### src/rtl/rwin_pkg.sv
package rwin_pkg;
  typedef enum logic [1:0] {
    OP_SAVE    = 2'd0,
    OP_RESTORE = 2'd1,
    OP_FLUSH   = 2'd2,
    OP_LOAD    = 2'd3
  } rwin_op_e;

  typedef enum logic [1:0] {
    TK_NONE  = 2'd0,
    TK_SPILL = 2'd1,
    TK_FILL  = 2'd2,
    TK_CLEAN = 2'd3
  } rwin_kind_e;
endpackage

### src/rtl/rwin_mod_step.sv
module rwin_mod_step #(
  parameter int NWIN = 8,
  parameter int CW   = $clog2(NWIN)
) (
  input  logic [CW-1:0] cur,
  output logic [CW-1:0] plus1,
  output logic [CW-1:0] plus2,
  output logic [CW-1:0] minus1
);
  localparam logic [CW:0]   NW_W = (CW+1)'(NWIN);
  localparam logic [CW-1:0] TOP  = CW'(NWIN - 1);

  generate
    if ((NWIN & (NWIN - 1)) == 0) begin : gen_pow2
      // ring size equals the counter range: wrap for free
      assign plus1  = cur + CW'(1);
      assign plus2  = cur + CW'(2);
      assign minus1 = cur - CW'(1);
    end else begin : gen_any
      logic [CW:0] s1, s2;
      assign s1     = {1'b0, cur} + (CW+1)'(1);
      assign s2     = {1'b0, cur} + (CW+1)'(2);
      assign plus1  = (s1 >= NW_W) ? CW'(s1 - NW_W) : CW'(s1);
      assign plus2  = (s2 >= NW_W) ? CW'(s2 - NW_W) : CW'(s2);
      assign minus1 = (cur == '0) ? TOP : cur - CW'(1);
    end
  endgenerate
endmodule

### src/rtl/rwin_trap_sel.sv
module rwin_trap_sel #(
  parameter int CW = 3
) (
  input  logic [CW-1:0] otherwin,
  input  logic [5:0]    wstate,
  output logic [2:0]    ttype
);
  // the upper selector serves windows owned by another context
  assign ttype = (otherwin != '0) ? wstate[5:3] : wstate[2:0];
endmodule

### src/rtl/rwin_decide.sv
module rwin_decide
  import rwin_pkg::*;
#(
  parameter int NWIN = 8,
  parameter int CW   = $clog2(NWIN)
) (
  input  logic          req_valid,
  input  logic [1:0]    req_op,
  input  logic [CW-1:0] cwp,
  input  logic [CW-1:0] cansave,
  input  logic [CW-1:0] canrestore,
  input  logic [CW-1:0] cleanwin,
  input  logic [CW-1:0] otherwin,
  input  logic [5:0]    wstate,
  input  logic [CW-1:0] ld_cwp,
  input  logic [CW-1:0] ld_cansave,
  input  logic [CW-1:0] ld_canrestore,
  input  logic [CW-1:0] ld_cleanwin,
  input  logic [CW-1:0] ld_otherwin,
  input  logic [5:0]    ld_wstate,
  output logic [CW-1:0] n_cwp,
  output logic [CW-1:0] n_cansave,
  output logic [CW-1:0] n_canrestore,
  output logic [CW-1:0] n_cleanwin,
  output logic [CW-1:0] n_otherwin,
  output logic [5:0]    n_wstate,
  output logic          n_tv,
  output rwin_kind_e    n_kind,
  output logic [2:0]    n_type,
  output logic          n_we
);
  localparam logic [CW-1:0] FULL_SAVE = CW'(NWIN - 2);

  logic [CW-1:0] p1, p2, m1;
  logic [2:0]    sel_type;
  rwin_op_e      op;

  rwin_mod_step #(.NWIN(NWIN), .CW(CW)) u_step (
    .cur(cwp), .plus1(p1), .plus2(p2), .minus1(m1)
  );

  rwin_trap_sel #(.CW(CW)) u_sel (
    .otherwin(otherwin), .wstate(wstate), .ttype(sel_type)
  );

  assign op = rwin_op_e'(req_op);

  always_comb begin
    n_cwp        = cwp;
    n_cansave    = cansave;
    n_canrestore = canrestore;
    n_cleanwin   = cleanwin;
    n_otherwin   = otherwin;
    n_wstate     = wstate;
    n_tv         = 1'b0;
    n_kind       = TK_NONE;
    n_type       = 3'd0;
    n_we         = 1'b0;
    if (req_valid) begin
      case (op)
        OP_SAVE: begin
          if (cansave == '0) begin
            n_cwp  = p2;
            n_tv   = 1'b1;
            n_kind = TK_SPILL;
            n_type = sel_type;
          end else if (cleanwin == canrestore) begin
            n_cwp  = p1;
            n_tv   = 1'b1;
            n_kind = TK_CLEAN;
          end else begin
            n_cwp        = p1;
            n_cansave    = cansave - CW'(1);
            n_canrestore = canrestore + CW'(1);
            n_we         = 1'b1;
          end
        end
        OP_RESTORE: begin
          n_cwp = m1;
          if (canrestore == '0) begin
            n_tv   = 1'b1;
            n_kind = TK_FILL;
            n_type = sel_type;
          end else begin
            n_cansave    = cansave + CW'(1);
            n_canrestore = canrestore - CW'(1);
            n_we         = 1'b1;
          end
        end
        OP_FLUSH: begin
          if (cansave == FULL_SAVE) begin
            n_tv   = 1'b1;
            n_kind = TK_SPILL;
            n_type = sel_type;
          end
        end
        default: begin
          n_cwp        = ld_cwp;
          n_cansave    = ld_cansave;
          n_canrestore = ld_canrestore;
          n_cleanwin   = ld_cleanwin;
          n_otherwin   = ld_otherwin;
          n_wstate     = ld_wstate;
        end
      endcase
    end
  end
endmodule

### src/rtl/rwin_ctrl.sv
module rwin_ctrl
  import rwin_pkg::*;
#(
  parameter int NWIN = 8,
  parameter int CW   = $clog2(NWIN)
) (
  input  logic          clk,
  input  logic          rst,
  input  logic          req_valid,
  input  logic [1:0]    req_op,
  input  logic [CW-1:0] ld_cwp,
  input  logic [CW-1:0] ld_cansave,
  input  logic [CW-1:0] ld_canrestore,
  input  logic [CW-1:0] ld_cleanwin,
  input  logic [CW-1:0] ld_otherwin,
  input  logic [5:0]    ld_wstate,
  output logic [CW-1:0] cwp,
  output logic [CW-1:0] cansave,
  output logic [CW-1:0] canrestore,
  output logic [CW-1:0] cleanwin,
  output logic [CW-1:0] otherwin,
  output logic [5:0]    wstate,
  output logic          trap_valid,
  output logic [1:0]    trap_kind,
  output logic [2:0]    trap_type,
  output logic          rd_we
);
  logic [CW-1:0] n_cwp, n_cs, n_cr, n_cl, n_ow;
  logic [5:0]    n_ws;
  logic          n_tv, n_we;
  rwin_kind_e    n_kind;
  logic [2:0]    n_type;

  rwin_decide #(.NWIN(NWIN), .CW(CW)) u_decide (
    .req_valid(req_valid), .req_op(req_op),
    .cwp(cwp), .cansave(cansave), .canrestore(canrestore),
    .cleanwin(cleanwin), .otherwin(otherwin), .wstate(wstate),
    .ld_cwp(ld_cwp), .ld_cansave(ld_cansave), .ld_canrestore(ld_canrestore),
    .ld_cleanwin(ld_cleanwin), .ld_otherwin(ld_otherwin), .ld_wstate(ld_wstate),
    .n_cwp(n_cwp), .n_cansave(n_cs), .n_canrestore(n_cr),
    .n_cleanwin(n_cl), .n_otherwin(n_ow), .n_wstate(n_ws),
    .n_tv(n_tv), .n_kind(n_kind), .n_type(n_type), .n_we(n_we)
  );

  always_ff @(posedge clk) begin
    if (rst) begin
      cwp        <= '0;
      cansave    <= CW'(NWIN - 2);
      canrestore <= '0;
      cleanwin   <= '0;
      otherwin   <= '0;
      wstate     <= '0;
      trap_valid <= 1'b0;
      trap_kind  <= TK_NONE;
      trap_type  <= 3'd0;
      rd_we      <= 1'b0;
    end else begin
      cwp        <= n_cwp;
      cansave    <= n_cs;
      canrestore <= n_cr;
      cleanwin   <= n_cl;
      otherwin   <= n_ow;
      wstate     <= n_ws;
      trap_valid <= n_tv;
      trap_kind  <= n_kind;
      trap_type  <= n_type;
      rd_we      <= n_we;
    end
  end

  assert_cwp_bound_R11: assert property (@(posedge clk) disable iff (rst)
    int'(cwp) < NWIN);

  assert_spill_step_R2: assert property (@(posedge clk) disable iff (rst)
    (req_valid && req_op == OP_SAVE && cansave == '0) |=>
      (trap_kind == TK_SPILL && int'(cwp) == (int'($past(cwp)) + 2) % NWIN
       && $stable(cansave) && !rd_we));

  assert_restore_step_R5: assert property (@(posedge clk) disable iff (rst)
    (req_valid && req_op == OP_RESTORE) |=>
      (int'(cwp) == (int'($past(cwp)) + NWIN - 1) % NWIN));

  assert_restore_ok_R6: assert property (@(posedge clk) disable iff (rst)
    (req_valid && req_op == OP_RESTORE && canrestore != '0) |=>
      (rd_we && int'(cansave) == int'($past(cansave)) + 1));

  assert_flush_hold_R8: assert property (@(posedge clk) disable iff (rst)
    (req_valid && req_op == OP_FLUSH) |=> ($stable(cwp) && $stable(cansave)));

  assert_we_excl_R4: assert property (@(posedge clk) disable iff (rst)
    !(rd_we && trap_valid));

  assert_kind_match_R9: assert property (@(posedge clk) disable iff (rst)
    trap_valid == (trap_kind != TK_NONE));

  assert_idle_quiet_R9: assert property (@(posedge clk) disable iff (rst)
    !req_valid |=> (!trap_valid && !rd_we));
endmodule

### config.mk
export PLATFORM = sky130hd
export DESIGN_NAME = rwin_ctrl
export DESIGN_NICKNAME = d
export VERILOG_FILES = /design/src/rtl/rwin_pkg.sv /design/src/rtl/rwin_mod_step.sv /design/src/rtl/rwin_trap_sel.sv /design/src/rtl/rwin_decide.sv /design/src/rtl/rwin_ctrl.sv
export SDC_FILE = /design/constraint.sdc
export NUM_CORES = 1
export LEC_CHECK = 0
export ABC_AREA = 1
export BUFFER_PORTS_ARGS = -buffer_cell sky130_fd_sc_hd__buf_2
export CAP_MARGIN = 20
export CELL_PAD_IN_SITES_DETAIL_PLACEMENT = 1
export CELL_PAD_IN_SITES_GLOBAL_PLACEMENT = 2
export CORE_ASPECT_RATIO = 1.25
export CORE_MARGIN = 3
export CORE_UTILIZATION = 28
export CTS_BUF_LIST = sky130_fd_sc_hd__clkbuf_8
export CTS_CLUSTER_DIAMETER = 50
export DETAILED_ROUTE_END_ITERATION = 10
export PLACE_DENSITY_LB_ADDON = 0.1
export SYNTH_ARGS = -nofsm -noshare
export SYNTH_HDL_FRONTEND = slang
export SYNTH_HIERARCHICAL = 1
export SYNTH_SLANG_ARGS = --single-unit
### constraint.sdc
create_clock -name clk -period 1.7 [get_ports clk]
set_input_delay 0.51 -clock clk [delete_from_list [all_inputs] [get_ports clk]]
set_output_delay 0.51 -clock clk [all_outputs]
set_load 0.005 [all_outputs]
* Yosys cells after proc, flatten, opt, wreduce, memory -nomap -nowiden
Cells that the tools add are included.
** Storage, ports and cells
- Output and inout port bits :: 28
- Word-level logic and storage cells :: 65
- Input bits :: 26
- Register bits :: 28
** Operators by class
- Multiplexer cells :: 29
- Equality and inequality tests :: 7
- Bitwise logic cells :: 3
- Reduce and logical (&&, ||, !) cells :: 9
- Add/subtract/negate cells :: 7
** Operators with widths (count)
- $pmux W3 S3 :: 4
- $mux W3 :: 11
- $add A3 B1 Y3 const B :: 3
- $sub A3 B1 Y3 const B :: 3
- $mux W1 :: 8
- $logic_not A3 Y1 :: 2
- $mux W2 :: 3
- $ne A2 B2 Y1 const B :: 3
- $pmux W2 S3 :: 1
- $reduce_and A5 Y1 :: 1
- $reduce_and A2 Y1 :: 2
- $add A3 B2 Y3 const B :: 1
- $eq A3 B3 Y1 :: 1
- $eq A3 B3 Y1 const B :: 1
- $not A1 Y1 :: 3
- $pmux W1 S3 :: 1
- $reduce_bool A3 Y1 :: 1
- $reduce_or A3 Y1 :: 1
- $eq A2 B1 Y1 const B :: 1
- $eq A2 B2 Y1 const B :: 1
- $logic_not A2 Y1 :: 1
- $pmux W1 S2 :: 1
- $reduce_or A2 Y1 :: 1

* Logic depth before layout (Yosys ltp)
Gate-level depths: netlist (run 1).
- Depth in word-level cells :: 4
- Gate-level depth with buffers :: 13
- Gate-level depth less buffers :: 13

* Modules after synthesis
Netlist (run 1), hierarchy kept.
** Modules (own cells, without submodules)
- rwin_decide :: cells each 190, area each 980.9 sq um, times used 1
- rwin_ctrl :: cells each 88, area each 810.8 sq um, times used 1
- rwin_mod_step :: cells each 19, area each 96.3 sq um, times used 1
- rwin_trap_sel :: cells each 12, area each 53.8 sq um, times used 1

* Worst setup path before layout (run 1)
No wires, ideal clock.
- Path kind :: register to register
- Start :: register cansave[0]
- End :: register canrestore[1]
- Data arrival time :: 1395 ps
- Path buffers :: 0
- Stages on the path, launching flop included :: 14
- Setup slack :: 242 ps
- Clock period less this slack :: 1458 ps
- Cell sequence :: dfxtp_1 -> inv_1 -> ha_1 -> nand2_4 -> inv_2 -> nor2_4 -> nand3_1 -> nand2_1 -> inv_2 -> nand2_1 -> nand2_1 -> nand2_1 -> inv_1 -> nor2_1
** Between the ends
- Longest elaborated chain between the ends :: 3
** Ends and longest elaborated chain
- from (decl) :: RTL line rwin_ctrl.sv:18 : output logic [CW-1:0] cansave,
- from (signal assigned) :: RTL line rwin_ctrl.sv:48 : cansave <= CW'(NWIN - 2);
- from (signal assigned) :: RTL line rwin_ctrl.sv:59 : cansave <= n_cs;
- $logic_not A3 Y1 :: RTL line rwin_decide.sv:62 : if (cansave == '0) begin
- $ne A2 B2 Y1 (no source line)
- $reduce_and A5 Y1 (no source line)
- to (signal assigned) :: RTL line rwin_ctrl.sv:60 : canrestore <= n_cr;
- to (decl) :: RTL line rwin_ctrl.sv:19 : output logic [CW-1:0] canrestore,
No other way between the ends.
A chain may end at the register's enable or synchronous reset.

* Final worst setup path (run 1)
- Start :: register cansave[0]
- End :: register cwp[1]
** Between the ends
- Longest elaborated chain between the ends :: 3
** Ends and longest elaborated chain
- $logic_not A3 Y1 :: RTL line rwin_decide.sv:62
- $mux W3 :: RTL line rwin_decide.sv:62
- $pmux W3 S3 :: RTL line rwin_decide.sv:60 : case (op)
- to (signal assigned) :: RTL line rwin_ctrl.sv:58 : cwp <= n_cwp;
- to (decl) :: RTL line rwin_ctrl.sv:17 : output logic [CW-1:0] cwp,
No other way between the ends.

==> metrics.md, run 1 <==
| Metric | Value |
|---|---|
| Class of the worst hold path | `input port to flip-flop` |
| Crit-path leading delay family | `simple AND/OR/NAND/NOR gates` |
| Tightest Pin Transition | `roughly 290 ps` |
| Worst Skew | `slightly below 10 ps` |
| Final Setup Violations | `0` |
| IO buf count | `53` |
| Drt wl/cell | `12.0 um` |
| Largest net degree at the start of global routing | `28` |
| Clock transition at path regs | `between 100 and 150 ps` |
| Rows | `33` |
| Synth area leaders | `dfxtp_1 29%, nand2_1 17%, inv_1 9.9%` |
| P_int | `approximately 0.0012 W` |
| CP arrival | `approximately 1800 ps` |
| Synthesized flop and latch total | `28` |
| Area occupied by multi-input gates | `about 0.0011 mm^2` |
| Crit Path Max Fanout | `7` |
| Vias | `~2000` |
| VDD IR max | `0.355 mV` |
| IO Pins | `between 50 and 60` |
| Leakage | `1.36 nW` |
| Core region area | `between 0.006 and 0.007 mm^2` |
| CP most frequent cell | `inv_1` |
| Layout cells sized above 1 | `0.297` |
| Crit-path slowest cell | `dfxtp_4` |
| Die area | `between 0.007 and 0.008 mm^2` |
| Number of DRC markers in iteration 0 | `42` |
| Initial Util | `0.292` |
| Die W | `~80 um` |
| Tcrit/Tclk final | `0.907` |
| Cell taking the most area after synthesis | `dfxtp_1` |
| Max-Cap Viols | `0` |
| Share of power burned in registers | `0.411` |
| Critical Path End Type | `flip-flop` |
| Seq/Total Area, Yosys | `0.289` |
| Minimum clock period | `approximately 1500 ps` |
| Final max-slew violation count | `0` |
| Initial antenna violation count | `0` |
| Switching Fraction | `0.303` |
| Critical path cell sequence | `inv_1 -> ha_2 -> nand2_4 -> inv_4 -> nor2_4 -> nand2_1 -> nand3_1 -> a22oi_1 -> o21ai_1 -> inv_1 -> nor2_1` |
| Placed cells | `455` |
| Clock share of power | `0.312` |
| Root buf cell | `clkbuf_8` |
| Syn-to-layout area delta | `27.1%` |
| Synth Area per Inst | `6.28 um^2` |
| Number of global-route vias before repair | `1975` |
| Sequential Area | `566 um^2` |
| Crit-path max cell delay | `about 380 ps` |
| GRT overflow | `0` |
| Hold Buf Count CTS | `0` |
| Vias/cell | `about 4.3` |
| CP Launch Type | `flip-flop` |
| CTS buffer count | `3` |
| Power per cell area | `~700 mW/mm^2` |
| Final hold vios | `0` |
| Fmax | `between 600 and 700 MHz` |
| Finished Layout Cells | `around 460` |
| Worst path buffer plus inverter count | `3` |
| Cells after synthesis | `309` |
| Synth warn | `6` |
| Syn_nets | `~340` |
| Filler instances | `just over 900` |
| TritonCTS clock tree | `yes` |
| Nets | `a little over 400` |
| Setup slack after layout | `approximately 160 ps` |
| Drt total wl | `between 5000 and 6000 um` |
| Status | `finished clean` |
| Mapped Area | `0.00194 mm^2` |
| DP Worst Slack | `~44 ps` |
| CTS sink cnt | `28` |
| Setup CP Type | `flip-flop to flip-flop` |
| H-Tree Level Count | `1` |
| Post-route ant nets | `0` |
| Detail Placement HPWL | `~4400 um` |
| Maximum buffer depth of the clock tree | `2` |
| Final Util | `0.371` |
| Residual DRC | `0` |
| Ant. Diodes | `0` |
| Unique masters post-synth | `27` |
| DRT Pass-1 Iters | `4` |
| Logic pwr share | `0.277` |
| Pwr Total | `approximately 0.0017 W` |
| Gpl congestion | `around 0.73` |
| Overall global routing resource usage | `0.147` |
| Die Ht | `99.1 um` |
| Psw | `approximately 0.00052 W` |
| Clk_lat worst skew | `approximately 280 ps` |
| CP required | `roughly 1900 ps` |
| Fin Setup TNS | `0 ps` |
| RSZ-0062 raised after global routing | `false` |
| Slew HR | `0.808` |
| First-pass GRT wire length | `roughly 9400 um` |
| Top cell type's share of synthesized area | `0.289` |
==> power groups by stage <==
| stage | Sequential, W | Combinational, W | Clock (W) |
|---|---|---|---|
| 4_1_cts | 0.000712 | 0.000485 | 0.000566 |
| 3_3_place_gp | 0.000726 | 0.000474 | 0 |
| 3_5_place_dp | 0.000727 | 0.000483 | 0 |
| 6_report | 0.000710 | 0.000479 | 0.000538 |
| 2_1_floorplan | 0.000733 | 0.000310 | 0 |
| 5_1_grt | 0.000716 | 0.000547 | 0.000587 |
==> sequential cells by signal (all words and copies together) (netlist names) <==
register and cells:
canrestore 3, cansave 3, cleanwin 3, cwp 3, otherwin 3, rd_we 1, trap_kind 2, trap_type 3
trap_valid 1, wstate 6
==> per-stage QoR <==
| stage | instance area, um^2 | hold WS [ps] |
|---|---|---|
| finish | 2470 | 521 |
| global route | 2470 | 546 |
| CTS | 2440 | 509 |
| detailed placement | 2370 | 536 |
| global placement | 2370 | 528 |
| floorplan | 1940 | 522 |
==> placed cells by master, fill, tap and decap left out, drive strengths merged <==
cell    Yosys  final
nand2      99     99
buf        10     72
inv        63     63
nor2       47     47
dfxtp      28     28
nand3      20     20
o21ai      15     15
ha          9      9
a22oi       4      4
a21oi       4      4
clkbuf      0      3
xnor2       3      3
o211ai      2      2
bufinv      0      1
a31oi       1      1
nor3        1      1
o21a        1      1
o22ai       1      1
==> final timing paths <==
path / from / end / slack, ps / cells after the start
worst min register to register: wstate[2] / wstate[2] / 550 / 4
worst max-delay path: cansave[0] / cwp[1] / 160 / 11
worst min-delay path: ld_otherwin[0] / otherwin[0] / 520 / 5
worst max register to register: cansave[0] / cwp[1] / 160 / 11
==> synthesized netlist by cell type <==
library cell and instances:
o21a_1 1, o22ai_1 1, a22oi_1 4, dlymetal6s2s_1 1, nand2_1 88, dfxtp_1 28, o21ai_0 9, o21ai_1 5
inv_1 51, nor2_4 2, nor2_1 40, inv_2 12, nor2_2 5, nand3_1 19, xnor2_1 3, o21ai_2 1
ha_1 9, buf_4 6, o211ai_1 2, a21oi_1 4, buf_2 1, a31oi_1 1, nand2_2 6, nand2_4 5
nor3_1 1, buf_6 3, nand3_4 1
==> kinds of logic after synthesis <==
group,Yosys count,synth area share
compound gates,28,0.0844
xor+xnor,3,0.0135
fa+ha+maj,9,0.0580
buf+inv,74,0.171
flops,28,0.289
simple gates,167,0.384
==> worst register-to-register path, cell delays in order (launching register included) <==
cell     delay (ps)
dfxtp_4         380
inv_1            50
ha_2            190
nand2_4          80
inv_4            50
nor2_4          220
nand2_1          80
nand3_1          90
a22oi_1          70
o21ai_1         130
inv_1            60
nor2_1           70
==> metal layers <==
metal	part of all wire	track usage	wire length, um
met1	0.45	0.188	2500
met2	0.50	0.260	2740
met3	0.045	0.0199	251
met4	0.0063	0.0351	35
met5	0	0	0
==> final cells by class <==
| class | instances | share of cell area |
|---|---|---|
| Clock buffer | 3 | 0.0167 |
| Clock inverter | 1 | 0.0122 |
| Inverter | 63 | 0.0968 |
| Multi-Input combinational cell | 207 | 0.426 |
| Sequential cell | 28 | 0.229 |
| Tap cell | 87 | 0.0441 |
| Timing Repair Buffer | 72 | 0.175 |
==> repair_timing <==
action,CTS,global route
gates resized for setup,0,5
setup buffers,0,2
setup endpoints to repair,0,11
No activity file was read; power rests on OpenSTA's default activity.
==> inputs of run 2 (changes only) <==
--- a/config.mk
+++ b/config.mk
@@ -12,12 +12,11 @@
 export CELL_PAD_IN_SITES_GLOBAL_PLACEMENT = 2
 export CORE_ASPECT_RATIO = 1.25
 export CORE_MARGIN = 3
-export CORE_UTILIZATION = 28
+export CORE_UTILIZATION = 27
 export CTS_BUF_LIST = sky130_fd_sc_hd__clkbuf_8
 export CTS_CLUSTER_DIAMETER = 50
 export DETAILED_ROUTE_END_ITERATION = 10
 export PLACE_DENSITY_LB_ADDON = 0.1
 export SYNTH_ARGS = -nofsm -noshare
 export SYNTH_HDL_FRONTEND = slang
-export SYNTH_HIERARCHICAL = 1
 export SYNTH_SLANG_ARGS = --single-unit
==> run 2 against run 1 <==
Synthesized cell count decreased by 33%; global-route usage shrank 0.64 points; cell area is 18% lower; critical path type is now input port to flip-flop.
==> metrics.md, run 2 <==
| Metric | Value |
|---|---|
| Post-synth top flop | `dfxtp_1` |
| Crit Path Max Fanout | `4 (-3)` |
| Drt total wl | `4190 um (-24%)` |
| Status | `finished clean` |
| RR Startpoint | `canrestore[1]` |
| PostCTS Resize Cnt | `0 (unchanged)` |
| Rows | `29 (-12%)` |
| RSZ-0062 raised after global routing | `false` |
| Tightest Pin Transition | `296 ps (+8.24 ps)` |
| GRT overflow | `0 (unchanged)` |
| Startpoint of the worst hold path | `otherwin[1]` |
| Leakage | `1.00 nW (-27%)` |
| Final Util | `0.389 (+0.0180)` |
| Seq/Total Area, Yosys | `0.375 (+0.0862)` |
| Die Ht | `89.2 um (-10%)` |
| Final max-slew violation count | `0 (unchanged)` |
| Cells after synthesis | `206 (-33%)` |
| Worst hold margin | `467 ps (-54.1 ps)` |
| Power per cell area | `826 mW/mm^2 (+18%)` |
| Hold Buf Count CTS | `0 (unchanged)` |
| Largest net degree at the start of global routing | `25 (-11%)` |
| Commonest cells post-synth | `42 x nand2_1, 28 x dfxtp_1, 24 x a21oi_1, 24 x inv_1, 21 x o21ai_0` |
| Root buf cell | `clkbuf_8` |
| Fin Setup TNS | `0 ps (unchanged)` |
| Final hold vios | `0 (unchanged)` |
| Vias | `1541 (-22%)` |
| CP required | `1880 ps (-40 ps)` |
| Cells on worst reg2reg path | `10 (-1)` |
| Synth warn | `0 (-6)` |
| Worst Skew | `5.22 ps (-4.68 ps)` |
| Number of DRC markers in iteration 0 | `61 (+45%)` |
| Overall global routing resource usage | `0.141 (-0.00643)` |
| Unique masters post-synth | `31 (+15%)` |
| Initial antenna violation count | `0 (unchanged)` |
| Minimum clock period | `1510 ps (-31.7 ps)` |
| Setup CP Type | `input port to flip-flop` |
| Largest register by flop count | `wstate` |
| CP Launch Type | `input port` |
| CP most frequent cell | `nand2_1` |
| Commonest cells after routing, fill and taps aside | `53 x buf_2, 42 x nand2_1, 27 x dfxtp_1, 24 x inv_1, 24 x a21oi_1` |
| Filler instances | `698 (-23%)` |
| Capturing point of the worst reg2reg path | `canrestore[2]` |
| Final Setup Violations | `0 (unchanged)` |
| Synthesized flop and latch total | `28 (unchanged)` |
| Hold worst-path end | `otherwin[1]` |
| Syn-to-layout area delta | `36.1%` |
| Initial Util | `0.286 (-0.00595)` |
| Die W | `72.6 um (-9.8%)` |
| TritonCTS clock tree | `yes` |
| Residual DRC | `0 (unchanged)` |
| Fmax | `662 MHz (+2.1%)` |
| DRT Pass-1 Iters | `4 (unchanged)` |
| Core region area | `0.00523 mm^2 (-21%)` |
| Maximum buffer depth of the clock tree | `2 (unchanged)` |
| Ant. Diodes | `0 (unchanged)` |
| Post-route ant nets | `0 (unchanged)` |
| Die area | `0.00647 mm^2 (-19%)` |
| Critical Path End Type | `flip-flop` |
| Gpl congestion | `0.760 (+4.2%)` |
| EDFF count, synth | `0 (unchanged)` |
| Synth Area per Inst | `7.26 um^2 (+15%)` |
| Most common cell after layout, fill and taps aside | `buf_2` |
| Crit-path slowest cell | `fa_1` |
| Vias/cell | `4.59 (+6.5%)` |
| Max reg flops | `6 (unchanged)` |
| Detail Placement HPWL | `3340 um (-24%)` |
| R2R setup slack | `240 ps (+80 ps)` |
| IO Pins | `54 (unchanged)` |
| CTS buffer count | `3 (unchanged)` |
| Nets | `305 (-26%)` |
| Clock transition at path regs | `100 ps (about the same)` |
| Top cell type's share of synthesized area | `0.375 (+0.0862)` |
| CTS sink cnt | `28 (unchanged)` |
| Post-CTS Setup Bufs | `0 (unchanged)` |
| Number of global-route vias before repair | `1509 (-24%)` |
| VDD IR max | `0.346 mV (-2.5%)` |
| Max-Cap Viols | `0 (unchanged)` |
| Mapped Area | `0.00150 mm^2 (-23%)` |
| Critical path cell sequence | `buf_2 -> nor2_4 -> inv_4 -> fa_1 -> inv_1 -> nand2_1 -> nand2_1 -> nand2_1 -> nand3_1 -> nand3_2 -> nand2_1 -> nor2_2` |
| Synth area leaders | `dfxtp_1 37%, nand2_1 11%, a21oi_1 8.0%` |
| Layout cells sized above 1 | `0.354 (+0.0572)` |
| Class of the worst hold path | `flip-flop to flip-flop` |
| Drt wl/cell | `12.5 um (+4.0%)` |
| CP arrival | `1690 ps (-70 ps)` |
| IO buf count | `53 (unchanged)` |
| Crit-path max cell delay | `370 ps (about the same)` |
| Cell taking the most area after synthesis | `dfxtp_1` |
| Worst path buffer plus inverter count | `3 (unchanged)` |
| Crit-path leading delay family | `simple AND/OR/NAND/NOR gates` |
| Ys async rst share | `0 (unchanged)` |
| H-Tree Level Count | `1 (unchanged)` |
| Clk_lat worst skew | `280 ps (about the same)` |
| Most frequent cell after synthesis | `nand2_1` |
| Slew HR | `0.803 (-0.00481)` |
| Hold path depth | `2 (-3)` |
| Syn_nets | `236 (-31%)` |
| Pwr Total | `0.00168 W (-2.7%)` |
| Tcrit/Tclk final | `0.889 (-0.0186)` |
| First-pass GRT wire length | `6980 um (-26%)` |
## run 2: changes by cell type after synthesis, sizes merged, moves of 4 or more
| cell | before | now |
|---|---|---|
| nand2 | 99 | 43 |
| inv | 63 | 26 |
| nor2 | 47 | 20 |
| a21oi | 4 | 28 |
| ha | 9 | 2 |
| o21ai | 15 | 22 |
| buf | 10 | 4 |
| a22oi | 4 | 0 |
## run 2: cells by family after synthesis
| logic type | share of synthesized area |
|---|---|
| compound gates | 0.199 |
| simple gates | 0.277 |
| xor+xnor | 0.0117 |
| fa+ha+maj | 0.0435 |
| buf+inv | 0.0937 |
| flops | 0.375 |
## run 2: report_power, final
part / switching, W / total [W] / internal (W)
registers: 0.0000400 / 0.000740 / 0.000700
clock network: 0.000216 / 0.000531 / 0.000315
logic: 0.000222 / 0.000410 / 0.000188
## run 2: final cells by class
type                            count  area, um^2  share of cell area
Clock inverter                      1        30.0              0.0148
Clock buffer                        3        41.3              0.0203
Multi-Input combinational cell    145         798               0.392
Inverter                           26         100              0.0492
Tap cell                           62        77.6              0.0381
Timing Repair Buffer               71         425               0.209
Sequential cell                    28         562               0.276
## run 2: worst max-delay path by stage
stage | depth (start not counted) | end | start | slack (ps)
after floorplan | 12 | canrestore[2] | req_op[0] | 20
after global placement | 12 | canrestore[2] | req_op[1] | -80
after detailed placement | 12 | canrestore[2] | req_op[1] | -120
after CTS | 10 | canrestore[2] | canrestore[1] | 150
after global routing | 11 | cansave[2] | req_op[0] | 60
final | 12 | canrestore[2] | req_op[1] | 190
## run 2: per-layer routing
layer | part of all wire | GRT usage | vias up
li1 | - | - | 803
met1 | 0.46 | 0.173 | 702
met2 | 0.47 | 0.243 | 34
met3 | 0.057 | 0.0326 | 2
met4 | 0.0091 | 0.0453 | 0
met5 | 0 | 0 | -
## run 2: worst min-delay path, cell delays in order (launching register included)
cell	delay, ps
dfxtp_1	330
inv_1	50
a21oi_1	50
## run 2: stage by stage
stage               setup slack (ps)  std cells  instance area (um^2)
floorplan                       23.8        206                  1500
global placement               -75.2        332                  1960
detailed placement              -122        332                  1960
CTS                              151        336                  2030
global route                    61.5        336                  2030
finish                           189        336                  2030
==> inputs of run 3 (changes only) <==
==> constraint.sdc (replaced) <==
create_clock -name clk -period 1.4 [get_ports clk]
set_input_delay 0.42 -clock clk [delete_from_list [all_inputs] [get_ports clk]]
set_output_delay 0.42 -clock clk [all_outputs]
set_load 0.005 [all_outputs]
==> run 3 against run 2 <==
The flow now finishes with violations (setup timing); sequential cell count is the same; first-iteration DRC count down 67%; total power up 14%; sequential power is 21% higher; cell area rose by 6.0%; largest cell class unchanged; wire length increased by 7.6%; final cell count grew 3.0%; via count rose by 5.1%; register-to-register slack worse by 250 ps; worst setup slack worse by 230 ps.
==> metrics.md, run 3 (synthesized netlist as in run 2, its figures left out) <==
| Metric | Value |
|---|---|
| Startpoint of the worst hold path | `ld_wstate[0]` |
| Layout cells sized above 1 | `0.430 (+0.0756)` |
| Vias/cell | `4.68 (+2.0%)` |
| Clock share of power | `0.230 (-0.086)` |
| Critical Path End Type | `flip-flop` |
| Status | `finished, violations left` |
| Clk_lat worst skew | `270 ps (about the same)` |
| Hold worst-path end | `wstate[0]` |
| CTS buffer count | `3 (unchanged)` |
| GR peak layer | `met2` |
| Vias | `1619 (+5.1%)` |
| Class of the worst hold path | `input port to flip-flop` |
| CP Launch Type | `input port` |
| Violated checks | `setup timing` |
| Hold Buf Count CTS | `0 (unchanged)` |
| Syn-to-layout area delta | `44.2%` |
| CP arrival | `1610 ps (-80 ps)` |
| Largest net degree at the start of global routing | `25 (unchanged)` |
| Leakage | `1.06 nW (+5.9%)` |
| Switching Fraction | `0.310 (+0.0265)` |
| Detail Placement HPWL | `3550 um (+6.1%)` |
| TritonCTS clock tree | `yes` |
| Logic pwr share | `0.303 (+0.059)` |
| Residual DRC | `0 (unchanged)` |
| Met3 GRT Util | `0.0202 (-0.0124)` |
| DRT Pass-1 Iters | `4 (unchanged)` |
| Ant. Diodes | `0 (unchanged)` |
| Capturing point of the worst reg2reg path | `canrestore[1]` |
| R2R setup slack | `-10 ps (-250 ps)` |
| Fin Setup TNS | `-38.7 ps (-38.7 ps)` |
| Crit Path Max Fanout | `3 (-1)` |
| Number of global-route vias before repair | `1639 (+8.6%)` |
| P_int | `0.00132 W (+9.7%)` |
| Drt wl/cell | `13.0 um (+4.5%)` |
| Tcrit/Tclk final | `1.03` |
| IO buf count | `53 (unchanged)` |
| IO Pins | `54 (unchanged)` |
| Die Ht | `89.2 um (unchanged)` |
| Setup slack after layout | `-38.7 ps (-228 ps)` |
| Drt total wl | `4510 um (+7.6%)` |
| Initial antenna violation count | `0 (unchanged)` |
| Nets | `316 (+3.6%)` |
| Cells on worst reg2reg path | `7 (-3)` |
| RSZ-0062 raised after global routing | `true` |
| Clock transition at path regs | `90 ps (about the same)` |
| Setup CP Type | `input port to flip-flop` |
| CP required | `1570 ps (-310 ps)` |
| Worst Skew | `3.99 ps (-1.24 ps)` |
| Root buf cell | `clkbuf_8` |
| Rows | `29 (unchanged)` |
| Number of DRC markers in iteration 0 | `20 (-67%)` |
| Initial Util | `0.286 (unchanged)` |
| Met1 global-route usage | `0.164 (-0.00887)` |
| Die W | `72.6 um (unchanged)` |
| Max-Cap Viols | `0 (unchanged)` |
| Final hold vios | `0 (unchanged)` |
| GRT overflow | `0 (unchanged)` |
| Power per cell area | `888 mW/mm^2 (+7.5%)` |
| RR Startpoint | `canrestore[0]` |
| Psw | `0.000594 W (+25%)` |
| Share of power burned in registers | `0.468 (+0.028)` |
| VDD IR max | `0.362 mV (+4.6%)` |
| H-Tree Level Count | `1 (unchanged)` |
| Die area | `0.00647 mm^2 (unchanged)` |
| Fmax | `between 600 and 700 MHz` |
| Tightest Pin Transition | `259 ps (-36.8 ps)` |
| Final Setup Violations | `1 (+1)` |
| Final max-slew violation count | `0 (unchanged)` |
| Core region area | `0.00523 mm^2 (unchanged)` |
| CTS sink cnt | `28 (unchanged)` |
| Critical path cell sequence | `buf_8 -> inv_12 -> nor2_4 -> inv_4 -> fa_2 -> nor2_1 -> a21oi_1 -> nand3_2 -> nand2_2 -> nor2_2` |
| Max reg flops | `6 (unchanged)` |
| Post-route ant nets | `0 (unchanged)` |
| Crit-path max cell delay | `510 ps (+140 ps)` |
| DP Worst Slack | `-381 ps (-260 ps)` |
| Hold path depth | `3 (+1)` |
| Crit-path slowest cell | `fa_2` |
| Met2 usage | `0.276 (+0.0328)` |
| Minimum clock period | `1440 ps` |
| Maximum buffer depth of the clock tree | `2 (unchanged)` |
| Slew HR | `0.827 (+0.0246)` |
| First-pass GRT wire length | `7400 um (+6.0%)` |
| Largest register by flop count | `wstate` |
| Most common cell after layout, fill and taps aside | `buf_2` |
| Gpl congestion | `0.761 (+0.13%)` |
| Overall global routing resource usage | `0.144 (+0.00303)` |
| Commonest cells after routing, fill and taps aside | `52 x buf_2, 38 x nand2_1, 25 x buf_4, 23 x a21oi_1, 23 x dfxtp_1` |
==> run 3: how the worst max path moves through the flow <==
stage / start / to / slack, ps
floorplan: req_op[0] / canrestore[2] / -150
global placement: req_op[0] / canrestore[1] / -340
detailed placement: req_op[0] / canrestore[2] / -380
CTS: canrestore[1] / canrestore[2] / -30
global route: canrestore[0] / canrestore[1] / -80
finish: req_op[0] / canrestore[1] / -40
==> run 3: layout make-up <==
| type | count | area (um^2) |
|---|---|---|
| repair buffers | 82 | 534 |
| inverters | 26 | 113 |
| fillers | 685 | 3070 |
| clock buffers | 3 | 41.3 |
| flip-flops and latches | 28 | 567 |
| well taps | 62 | 77.6 |
| multi-input cells | 145 | 823 |
==> run 3: per-layer routing <==
layer  part of all wire  up-vias  routed length (um)
met2               0.52       40                2350
li1                   -      825                   -
met3              0.055        5                 246
met4              0.011        0                  49
met1               0.41      749                1860
met5                  0        -                   0
==> run 3: critical path, delay by kind of cell <==
kind / cells / cell delay [ps]
fa+ha+maj: 1 / 510
simple gates: 5 / 350
buf+inv: 3 / 180
compound gates: 1 / 160
==> run 3: power groups by stage <==
stage / Sequential [W] / Combinational, W / Clock [W]
finish: 0.000895 / 0.000580 / 0.000439
global route: 0.000905 / 0.000658 / 0.000486
CTS: 0.000894 / 0.000569 / 0.000465
detailed placement: 0.000910 / 0.000565 / 0
global placement: 0.000910 / 0.000556 / 0
floorplan: 0.000917 / 0.000295 / 0
==> run 3: timing repair <==
| item | 4_1_cts | 5_1_grt |
|---|---|---|
| resized for setup | 5 | 16 |
| endpoints found under the setup margin | 4 | 13 |
| pin swaps | 0 | 4 |
| buffers inserted | 0 | 1 |
==> run 3: stage by stage <==
step	instance area (um^2)	power (W)	instances	hold slack, ps	utilization
global route	2160	0.00205	346	433	0.413
global placement	2060	0.00147	342	447	0.394
detailed placement	2060	0.00147	342	454	0.394
floorplan	1510	0.00121	206	450	-
finish	2160	0.00191	346	423	0.413
CTS	2110	0.00193	345	419	0.403
